===== src/rtl/mbxb_pkg.sv =====
package mbxb_pkg;
    // Mailbox offsets; the host decodes these, so they are fixed.
    localparam logic [7:0] OFS_CMD = 8'h82;
    localparam logic [7:0] OFS_EXT = 8'h83;
    localparam logic [7:0] OFS_D0  = 8'h84;
    localparam int         NDATA   = 14;
    localparam int         DW      = $clog2(NDATA);
    localparam int         KW_MAX  = 12;

    localparam logic [7:0] C_KEYWORD  = 8'h55;
    localparam logic [7:0] C_SMI_ON   = 8'h84;
    localparam logic [7:0] C_SMI_OFF  = 8'h85;
    localparam logic [7:0] C_ACPI_ON  = 8'h86;
    localparam logic [7:0] C_ACPI_OFF = 8'h87;
    localparam logic [7:0] C_CS_ON    = 8'hF0;
    localparam logic [7:0] C_CS_OFF   = 8'hF1;
    localparam logic [7:0] C_TX       = 8'hF2;
    localparam logic [7:0] C_RX       = 8'hF3;
    localparam logic [7:0] R_OK       = 8'hAA;
    localparam logic [7:0] R_BAD      = 8'hFE;

    typedef enum logic [1:0] {KW_NONE, KW_ENTER, KW_START, KW_EXIT} kw_e;
    typedef enum logic [1:0] {PT_OFF, PT_ARMED, PT_LIVE} pt_e;
    typedef enum logic [1:0] {ST_IDLE, ST_SHIFT, ST_RETIRE} st_e;
endpackage


===== src/rtl/mbxb_kw_match.sv =====
module mbxb_kw_match import mbxb_pkg::*; (
    input  logic [8*NDATA-1:0] data_flat,
    output kw_e                kw
);
    // Keywords left-aligned in a KW_MAX-byte field; byte i sits at the top minus 8*i.
    localparam logic [8*KW_MAX-1:0] W_ENTER = "PathThruMode";
    localparam logic [8*KW_MAX-1:0] W_START = {"Start", 56'd0};
    localparam logic [8*KW_MAX-1:0] W_EXIT  = {"End_Mode", 32'd0};

    function automatic logic prefix_eq(input logic [8*KW_MAX-1:0] w, input int len,
                                       input logic [8*NDATA-1:0] d);
        logic ok;
        ok = 1'b1;
        for (int i = 0; i < KW_MAX; i++) begin
            if (i < len && d[8*i +: 8] != w[8*KW_MAX-1-8*i -: 8]) ok = 1'b0;
        end
        return ok;
    endfunction

    always_comb begin
        if (prefix_eq(W_ENTER, 12, data_flat))     kw = KW_ENTER;
        else if (prefix_eq(W_START, 5, data_flat)) kw = KW_START;
        else if (prefix_eq(W_EXIT, 8, data_flat))  kw = KW_EXIT;
        else                                       kw = KW_NONE;
    end
endmodule


===== src/rtl/mbxb_spi_shift.sv =====
module mbxb_spi_shift #(
    parameter int CLK_DIV = 4
) (
    input  logic       clk,
    input  logic       rst_n,
    input  logic       start,
    input  logic [7:0] tx,
    input  logic       miso,
    output logic       sclk,
    output logic       mosi,
    output logic       done,
    output logic [7:0] rx
);
    localparam int CW = (CLK_DIV > 1) ? $clog2(CLK_DIV) : 1;
    localparam logic [CW-1:0] CNT_LAST = CW'(CLK_DIV - 1);

    logic          busy;
    logic [CW-1:0] cnt;
    logic [3:0]    edges;
    logic [7:0]    sh;

    always_ff @(posedge clk or negedge rst_n) begin
        if (!rst_n) begin
            busy  <= 1'b0;
            sclk  <= 1'b0;
            cnt   <= '0;
            edges <= '0;
            sh    <= '0;
            rx    <= '0;
            done  <= 1'b0;
        end else begin
            done <= 1'b0;
            if (!busy) begin
                if (start) begin
                    busy  <= 1'b1;
                    sh    <= tx;
                    cnt   <= '0;
                    edges <= '0;
                end
            end else if (cnt == CNT_LAST) begin
                cnt   <= '0;
                sclk  <= ~sclk;
                edges <= edges + 4'd1;
                if (!sclk) rx <= {rx[6:0], miso};   // rising edge: sample
                else       sh <= {sh[6:0], 1'b0};   // falling edge: next bit
                if (edges == 4'd15) begin
                    busy <= 1'b0;
                    done <= 1'b1;
                end
            end else begin
                cnt <= cnt + 1'b1;
            end
        end
    end

    assign mosi = sh[7];
endmodule


===== src/rtl/mbx_spi_bridge.sv =====
module mbx_spi_bridge import mbxb_pkg::*; #(
    parameter logic [15:0] BASE    = 16'h0A00,
    parameter int          CLK_DIV = 4
) (
    input  logic        clk,
    input  logic        rst_n,
    input  logic [15:0] host_addr,
    input  logic        host_wr,
    input  logic [7:0]  host_wdata,
    output logic [7:0]  host_rdata,
    output logic        spi_sclk,
    output logic        spi_cs_n,
    output logic        spi_mosi,
    input  logic        spi_miso,
    output logic        smi_en,
    output logic        acpi_en
);
    localparam logic [15:0] PORT_DATA = BASE + 16'd1;

    logic [7:0]        idx_q, cmd_q, ext_q;
    logic [7:0]        dreg [NDATA];
    logic [8*NDATA-1:0] data_flat;
    pt_e               mode_q;
    st_e               state_q, state_d;
    logic              cs_n_q, smi_q, acpi_q;
    kw_e               kw;
    logic              busy, exec, spi_go, in_data, sh_done;
    logic [DW-1:0]     didx;
    logic [7:0]        sh_rx;

    for (genvar g = 0; g < NDATA; g++) begin : g_flat
        assign data_flat[8*g +: 8] = dreg[g];
    end

    mbxb_kw_match u_kw (.data_flat(data_flat), .kw(kw));

    assign busy    = (cmd_q != 8'h00);
    assign exec    = (state_q == ST_IDLE) && busy;
    assign spi_go  = exec && (mode_q == PT_LIVE) && (cmd_q == C_TX || cmd_q == C_RX);
    assign in_data = (idx_q >= OFS_D0) && (idx_q < OFS_D0 + 8'(NDATA));
    assign didx    = DW'(idx_q - OFS_D0);

    mbxb_spi_shift #(.CLK_DIV(CLK_DIV)) u_shift (
        .clk(clk), .rst_n(rst_n), .start(spi_go),
        .tx((cmd_q == C_TX) ? dreg[0] : 8'h00),
        .miso(spi_miso), .sclk(spi_sclk), .mosi(spi_mosi),
        .done(sh_done), .rx(sh_rx)
    );

    // Host read path
    always_comb begin
        host_rdata = 8'h00;
        if (host_addr == BASE) host_rdata = idx_q;
        else if (host_addr == PORT_DATA) begin
            if (idx_q == OFS_CMD)      host_rdata = cmd_q;
            else if (idx_q == OFS_EXT) host_rdata = ext_q;
            else if (in_data)          host_rdata = dreg[didx];
        end
    end

    // State register
    always_ff @(posedge clk or negedge rst_n) begin
        if (!rst_n) state_q <= ST_IDLE;
        else        state_q <= state_d;
    end

    // Next state
    always_comb begin
        state_d = state_q;
        unique case (state_q)
            ST_IDLE:   if (exec) state_d = spi_go ? ST_SHIFT : ST_RETIRE;
            ST_SHIFT:  if (sh_done) state_d = ST_RETIRE;
            ST_RETIRE: state_d = ST_IDLE;
            default:   state_d = ST_IDLE;
        endcase
    end

    // Mailbox, mode and flag updates
    always_ff @(posedge clk or negedge rst_n) begin
        if (!rst_n) begin
            idx_q  <= '0;
            cmd_q  <= '0;
            ext_q  <= '0;
            mode_q <= PT_OFF;
            cs_n_q <= 1'b1;
            smi_q  <= 1'b1;
            acpi_q <= 1'b1;
            for (int i = 0; i < NDATA; i++) dreg[i] <= '0;
        end else begin
            if (host_wr && host_addr == BASE) idx_q <= host_wdata;
            if (host_wr && host_addr == PORT_DATA && !busy) begin
                if (idx_q == OFS_CMD)      cmd_q <= host_wdata;
                else if (idx_q == OFS_EXT) ext_q <= host_wdata;
                else if (in_data)          dreg[didx] <= host_wdata;
            end
            if (exec) begin
                case (cmd_q)
                    C_KEYWORD: begin
                        unique case (kw)
                            KW_ENTER: begin mode_q <= PT_ARMED; dreg[0] <= R_OK; end
                            KW_START: begin
                                if (mode_q != PT_OFF) begin
                                    mode_q  <= PT_LIVE;
                                    dreg[0] <= R_OK;
                                end else dreg[0] <= R_BAD;
                            end
                            KW_EXIT:  begin mode_q <= PT_OFF; cs_n_q <= 1'b1; dreg[0] <= R_OK; end
                            KW_NONE:  dreg[0] <= R_BAD;
                        endcase
                    end
                    C_CS_ON:    if (mode_q == PT_LIVE) cs_n_q <= 1'b0;
                    C_CS_OFF:   if (mode_q == PT_LIVE) cs_n_q <= 1'b1;
                    C_SMI_ON:   smi_q  <= 1'b1;
                    C_SMI_OFF:  smi_q  <= 1'b0;
                    C_ACPI_ON:  acpi_q <= 1'b1;
                    C_ACPI_OFF: acpi_q <= 1'b0;
                    default: ;
                endcase
            end
            if (state_q == ST_SHIFT && sh_done && cmd_q == C_RX) dreg[0] <= sh_rx;
            if (state_q == ST_RETIRE) cmd_q <= 8'h00;
        end
    end

    assign spi_cs_n = cs_n_q;
    assign smi_en   = smi_q;
    assign acpi_en  = acpi_q;
endmodule


===== config.mk =====
export PLATFORM = sky130hd
export DESIGN_NAME = mbx_spi_bridge
export DESIGN_NICKNAME = d
export VERILOG_FILES = /design/src/rtl/mbxb_pkg.sv /design/src/rtl/mbxb_kw_match.sv /design/src/rtl/mbxb_spi_shift.sv /design/src/rtl/mbx_spi_bridge.sv
export SDC_FILE = /design/constraint.sdc
export NUM_CORES = 1
export LEC_CHECK = 0
export BUFFER_PORTS_ARGS = -buffer_cell sky130_fd_sc_hd__buf_2
export CAP_MARGIN = 20
export CORE_ASPECT_RATIO = 0.5
export CORE_MARGIN = 8
export CORE_UTILIZATION = 44
export CTS_BUF_LIST = sky130_fd_sc_hd__clkbuf_4 sky130_fd_sc_hd__clkbuf_8
export CTS_CLUSTER_DIAMETER = 50
export DETAILED_ROUTE_END_ITERATION = 7
export SLEW_MARGIN = 20
export SYNTH_ARGS = -nofsm -noshare
export SYNTH_HDL_FRONTEND = slang
export SYNTH_SLANG_ARGS = --single-unit

===== constraint.sdc =====
create_clock -name clk -period 2.5 [get_ports clk]
set_input_delay 0.5 -clock clk [delete_from_list [all_inputs] [get_ports clk]]
set_output_delay 0.5 -clock clk [all_outputs]
set_load 0.05 [all_outputs]

==> impl_metrics.toml, run 1 <==
[status]
outcome = "complete, but fails checks"
violations = "negative setup slack"

[clocking]
tritoncts = "built"
clockBufferDepth = 2
clk_pin_slew_ps = 90
clk_latency_ps = 490
clkSinkCount = 168
htree_levels = 4
cts_buffers = 17
cts_root_buffer = "clkbuf_8"

[worst_setup_path]
critical_path.startpoint_type = "register"
cp_max_fo = 5
r2r_slack_ps = 70
setup.worst_path.end_class = "output port"
worstPathArrival_ps = 2410
required_ps = 2000
r2r-start = "idx_q[0]"
ff2ff_path_depth = 10
path_class = "reg2out"

[drt]
dr.pass1.iters = 5
wl_per_cell_um = 22.4
drc = 0
vias = 6187
wl_um = 23700
via_per_inst = 5.84
drtAntennaViolNets = 0
drtIter0Drc = 466

[synth]
yosysMostFrequentCell = "dfrtp_1"
synth_top_area_share_pct = 48.4
synth_top_area_cell = "dfrtp_1"
yosysSeqAreaShare_pct = 49.4
synth_cells = 668
yosysWarnings = 0
synth_edf_count = 0
async_reset_ff_share_pct = 100
synth_flop_cell = "dfrtp_1"
syn-num-nets = 704
synthTopCellsByArea = "dfrtp_1 (48%), mux2_2 (14%), mux4_2 (6.3%)"
synth_area_sq_um = 8530
ys_top_cells_by_count = "dfrtp_1 (165), mux2_2 (109), nand2_1 (35)"
synth_seq_cells = 168
yosysUniqueCellTypes = 56
syn_area_per_cell_sq_um = 12.8

[worst_hold_path]
min_from = "spi_miso"
holdCritPathClass = "in2reg"
min_path_cells = 2
hold_path_end = "u_shift.rx[0]"

[power_and_ir_drop]
p_per_area_nw_per_um2 = 469
power_leakage_nw = 4.90
vdd_ir_drop_max_v = 0.000257
total_power_mw = 4.96

[finish]
drive_gt1_share_pct = 50.6
antenna_cells = 0
nFillCells = 1616
fin_nets = 816
multi_input_area_sq_um = 4520
seqCellArea_sq_um = 4210
areaGrowthSynthToFinish_pct = 24.2

[placed_design]
dp_hpwl_um = 16300
pre_cts_slack_ps = -169
port_buffers = 40
gp_congestion = 0.863

[global_route]
grt_pass1_wl_um = 37000
antenna_found_initial = 0
first_global_vias = 6239
overflow = 0
grt_max_degree = 63
grt_use_total_pct = 20.1

[floorplan]
die_width_um = 213
rows = 36
core_sq_um = 19200
start_util_pct = 44.3
die_h_um = 114
ios = 41
dieArea_sq_um = 24400

[sta]
clock.fmax_ghz = 0.344
min_period_ps = 2910
min_period_over_period_pct = 116
relSlewSlack_pct = 63.1
hold_violations = 0
setup_tns_ps = -3060
drv_slew = 0
skew_ps = 14.2
rsz0062_at_grt = "true"
finalSetupViolCount = 8
tightest_slew_ps = 553
fin_ws_ps = -408
holdWs_ps = 245

[run]
drv_cap = 0
==> layer usage <==
layer	wire length, um	GRT usage (%)
met1	11400	28.7
met2	10600	30.0
met3	1330	4.64
met4	408	6.18
met5	0	0
==> logic make-up after synthesis <==
| group | share of synthesized area [%] |
|---|---|
| simple gates | 13.4 |
| mux | 27.0 |
| flops | 49.4 |
| compound gates | 7.00 |
| buf+inv | 1.81 |
| fa+ha+maj | 1.17 |
| xor+xnor | 0.308 |
==> repair_timing <==
item,CTS,global route
gates resized for setup,67,20
buffers inserted,10,6
pin swaps,21,18
setup endpoints to repair,98,69
cloned,1,0
hold endpoints to repair,54,0
hold buffers,1,0
==> report_power, final <==
part / total [mW] / switching (mW) / internal (mW)
logic: 0.169 / 0.131 / 0.0386
clock network: 2.08 / 1.03 / 1.05
registers: 2.72 / 0.00106 / 2.72
==> area by class of cell <==
| type | instances | share of cell area, % |
|---|---|---|
| multi-input cells | 461 | 42.7 |
| flip-flops and latches | 168 | 39.7 |
| repair buffers | 125 | 10.2 |
| well taps | 266 | 3.14 |
| clock buffers | 21 | 2.55 |
| clock inverters | 11 | 1.41 |
| inverters | 7 | 0.248 |
==> layout by cell type (no fill, tap or decap), types with 8 or more instances in the layout <==
master,synthesis,routed
a22oi_2,0,16
buf_12,0,11
a22o_1,8,8
nor4_1,13,9
buf_6,0,9
buf_4,0,68
nor4bb_1,8,8
nand4b_1,8,8
buf_2,6,31
ha_1,8,8
mux2i_1,17,17
mux2_4,24,24
nand2_1,35,35
mux4_2,24,24
o21ai_0,28,23
a21oi_1,18,11
clkbuf_8,0,18
mux2_2,109,109
nor2_1,32,25
dfrtp_1,165,163
==> how the worst max path moves through the flow <==
stage / from / endpoint / slack, ps / depth (start not counted)
after floorplan: idx_q[2] / host_rdata[4] / 30 / 7
after global placement: host_addr[8] / register / -90 / 8
after detailed placement: host_addr[8] / register / -170 / 8
after CTS: idx_q[0] / host_rdata[0] / -440 / 9
after global routing: idx_q[0] / host_rdata[0] / -540 / 9
final: idx_q[0] / host_rdata[7] / -410 / 9
==> stage by stage <==
stage | util [%] | std cells | area (sq um)
after floorplan | - | 668 | 8620
after global placement | 50.3 | 1013 | 9670
after detailed placement | 50.3 | 1013 | 9670
after CTS | 54.5 | 1057 | 10500
after global routing | 55.1 | 1059 | 10600
final | 55.1 | 1059 | 10600
==> critical path, cell delays in order (launching register included) <==
cell,delay (ps)
dfrtp_2,450
buf_12,140
buf_12,120
buf_4,130
mux4_2,460
a22oi_2,190
a21oi_2,90
o22ai_2,140
nor2_4,40
buf_6,150
Power figures use the tool's default switching activity.
==> run 2: changes to the inputs <==
CELL_PAD_IN_SITES_DETAIL_PLACEMENT = 1   (was default)
CELL_PAD_IN_SITES_GLOBAL_PLACEMENT = 1   (was default)
PLACE_DENSITY_LB_ADDON = 0.1   (was default)
==> run 2 against run 1 <==
The run still ends with negative setup slack left. Clock-buffer cell count is 2 lower. Worst setup slack worse by 75 ps. Critical path depth stayed put. Core utilization hardly changed. Global-route usage is 2.5 points higher. Combinational power is 5% higher.
==> impl_metrics.toml, run 2 (synthesis results as in run 1) <==
[status]
outcome = "complete, but fails checks"
violations = "negative setup slack"

[clocking]
clk_pin_slew_ps = 90
clockBufferDepth = 2
clk_latency_ps = 490
tritoncts = "built"
cts_buffers = 17
cts_root_buffer = "clkbuf_8"
htree_levels = 4
clkSinkCount = 168

[floorplan]
ios = 41
core_sq_um = 19200
die_width_um = 213
die_h_um = 114
rows = 36
start_util_pct = 44.3
dieArea_sq_um = 24400

[placed_design]
port_buffers = 40
dp_hpwl_um = 18600
dp.cells = 1008
gp_congestion = 0.867
pre_cts_slack_ps = -104

[worst_setup_path]
critical_path.startpoint_type = "register"
cp_max_fo = 8
cpMostUsedCell = "buf_12"
crit_chain = "buf_12, buf_12, nor3b_4, o211ai_1, a21o_4, a21oi_2, nor2_2, nor3_4, buf_6"
path_delay_family = "compound AO/OA/AOI/OAI gates"
cp_num_buf_inv = 3
slowest_delay_ps = 460
path_class = "reg2out"
required_ps = 2000
setup.worst_path.end_class = "output port"
cp_slowest_cell = "dfrtp_2"
worstPathArrival_ps = 2480

[sta]
hold_violations = 0
min_period_ps = 2980
min_period_over_period_pct = 119
relSlewSlack_pct = 59.6
tightest_slew_ps = 606
rsz0062_at_grt = "true"
drv_slew = 0
skew_ps = 8.90
setup_tns_ps = -4760
clock.fmax_ghz = 0.335
finalSetupViolCount = 44
fin_ws_ps = -484
holdWs_ps = 259

[drt]
drtIter0Drc = 420
drtAntennaViolNets = 0
drc = 0
wl_per_cell_um = 25.4
wl_um = 26900
via_per_inst = 5.90
dr.pass1.iters = 4
vias = 6234

[finish]
multi_input_area_sq_um = 4560
fin_nets = 817
nFillCells = 1962
final_cell_mix = "dfrtp_1 (164), mux2_2 (107), buf_4 (70), nand2_1 (35), buf_2 (31)"
final_core_util_pct = 55.1
final_common_cell = "dfrtp_1"
drive_gt1_share_pct = 49.9
areaGrowthSynthToFinish_pct = 24.3
antenna_cells = 0
seqCellArea_sq_um = 4210
final_cells = 1057

[run]
drv_cap = 0

[global_route]
grt_pass1_wl_um = 41000
overflow = 0
antenna_found_initial = 0
grt_max_degree = 58
first_global_vias = 6601
grt_use_total_pct = 22.7

[power_and_ir_drop]
power_leakage_nw = 4.92
p_per_area_nw_per_um2 = 461
vdd_ir_drop_max_v = 0.000326

[worst_hold_path]
holdCritPathClass = "in2reg"
-- run 2: changes by cell type in the layout (fill, tap and decap cells not counted), moves of 3 or more --
cell,change
nand2_2,-3
o21ai_1,+4
o21ai_2,-3
nand2_4,+3
clkinv_2,+3
clkinv_4,-3
-- run 2: timing repair --
item,in CTS,in global routing
buffers inserted,3,16
endpoints found under the hold margin,20,0
hold buffers,1,0
gates resized for setup,56,42
pin swaps,16,23
gates cloned,1,2
setup endpoints to repair,76,99
-- run 2: metal layers --
| layer | part of all wire (%) | GRT usage [%] | wire, um |
|---|---|---|---|
| met3 | 5.8 | 6.28 | 1570 |
| met4 | 1.9 | 8.65 | 502 |
| met5 | 0 | 0 | 0 |
| met2 | 46 | 33.1 | 12300 |
| met1 | 47 | 31.6 | 12500 |
-- run 2: worst paths after layout --
check                        startpoint                         end  slack [ps]  cells after the start
max in group asynchronous         rst_n  asynchronous set/reset pin        1120                      3
min in group asynchronous         rst_n                data_flat[7]         550                      2
min                            spi_miso               u_shift.rx[0]         260                      2
max reg2reg                    idx_q[0]                    register         -50                     10
max                            idx_q[0]               host_rdata[4]        -480                      9
min reg2reg                u_shift.done                  state_q[0]         480                      1
-- run 2: cell type report --
type	instances	share of cell area (%)
multi-input cells	461	43.0
repair buffers	126	10.2
flip-flops and latches	168	39.7
clock inverters	10	1.23
well taps	266	3.14
clock buffers	19	2.41
inverters	7	0.248
-- run 2: through the flow --
step	power [mW]	area, sq um
after CTS	4.94	10300
final	4.89	10600
after global placement	2.94	9590
after detailed placement	2.95	9590
after floorplan	2.81	8620
after global routing	5.06	10600
-- run 2: power by group --
group	leakage (nW)	switching, mW	internal [mW]
logic	2.44	0.138	0.0391
registers	2.28	0.000883	2.72
clock network	0.196	0.999	0.997
total	4.92	1.14	3.75
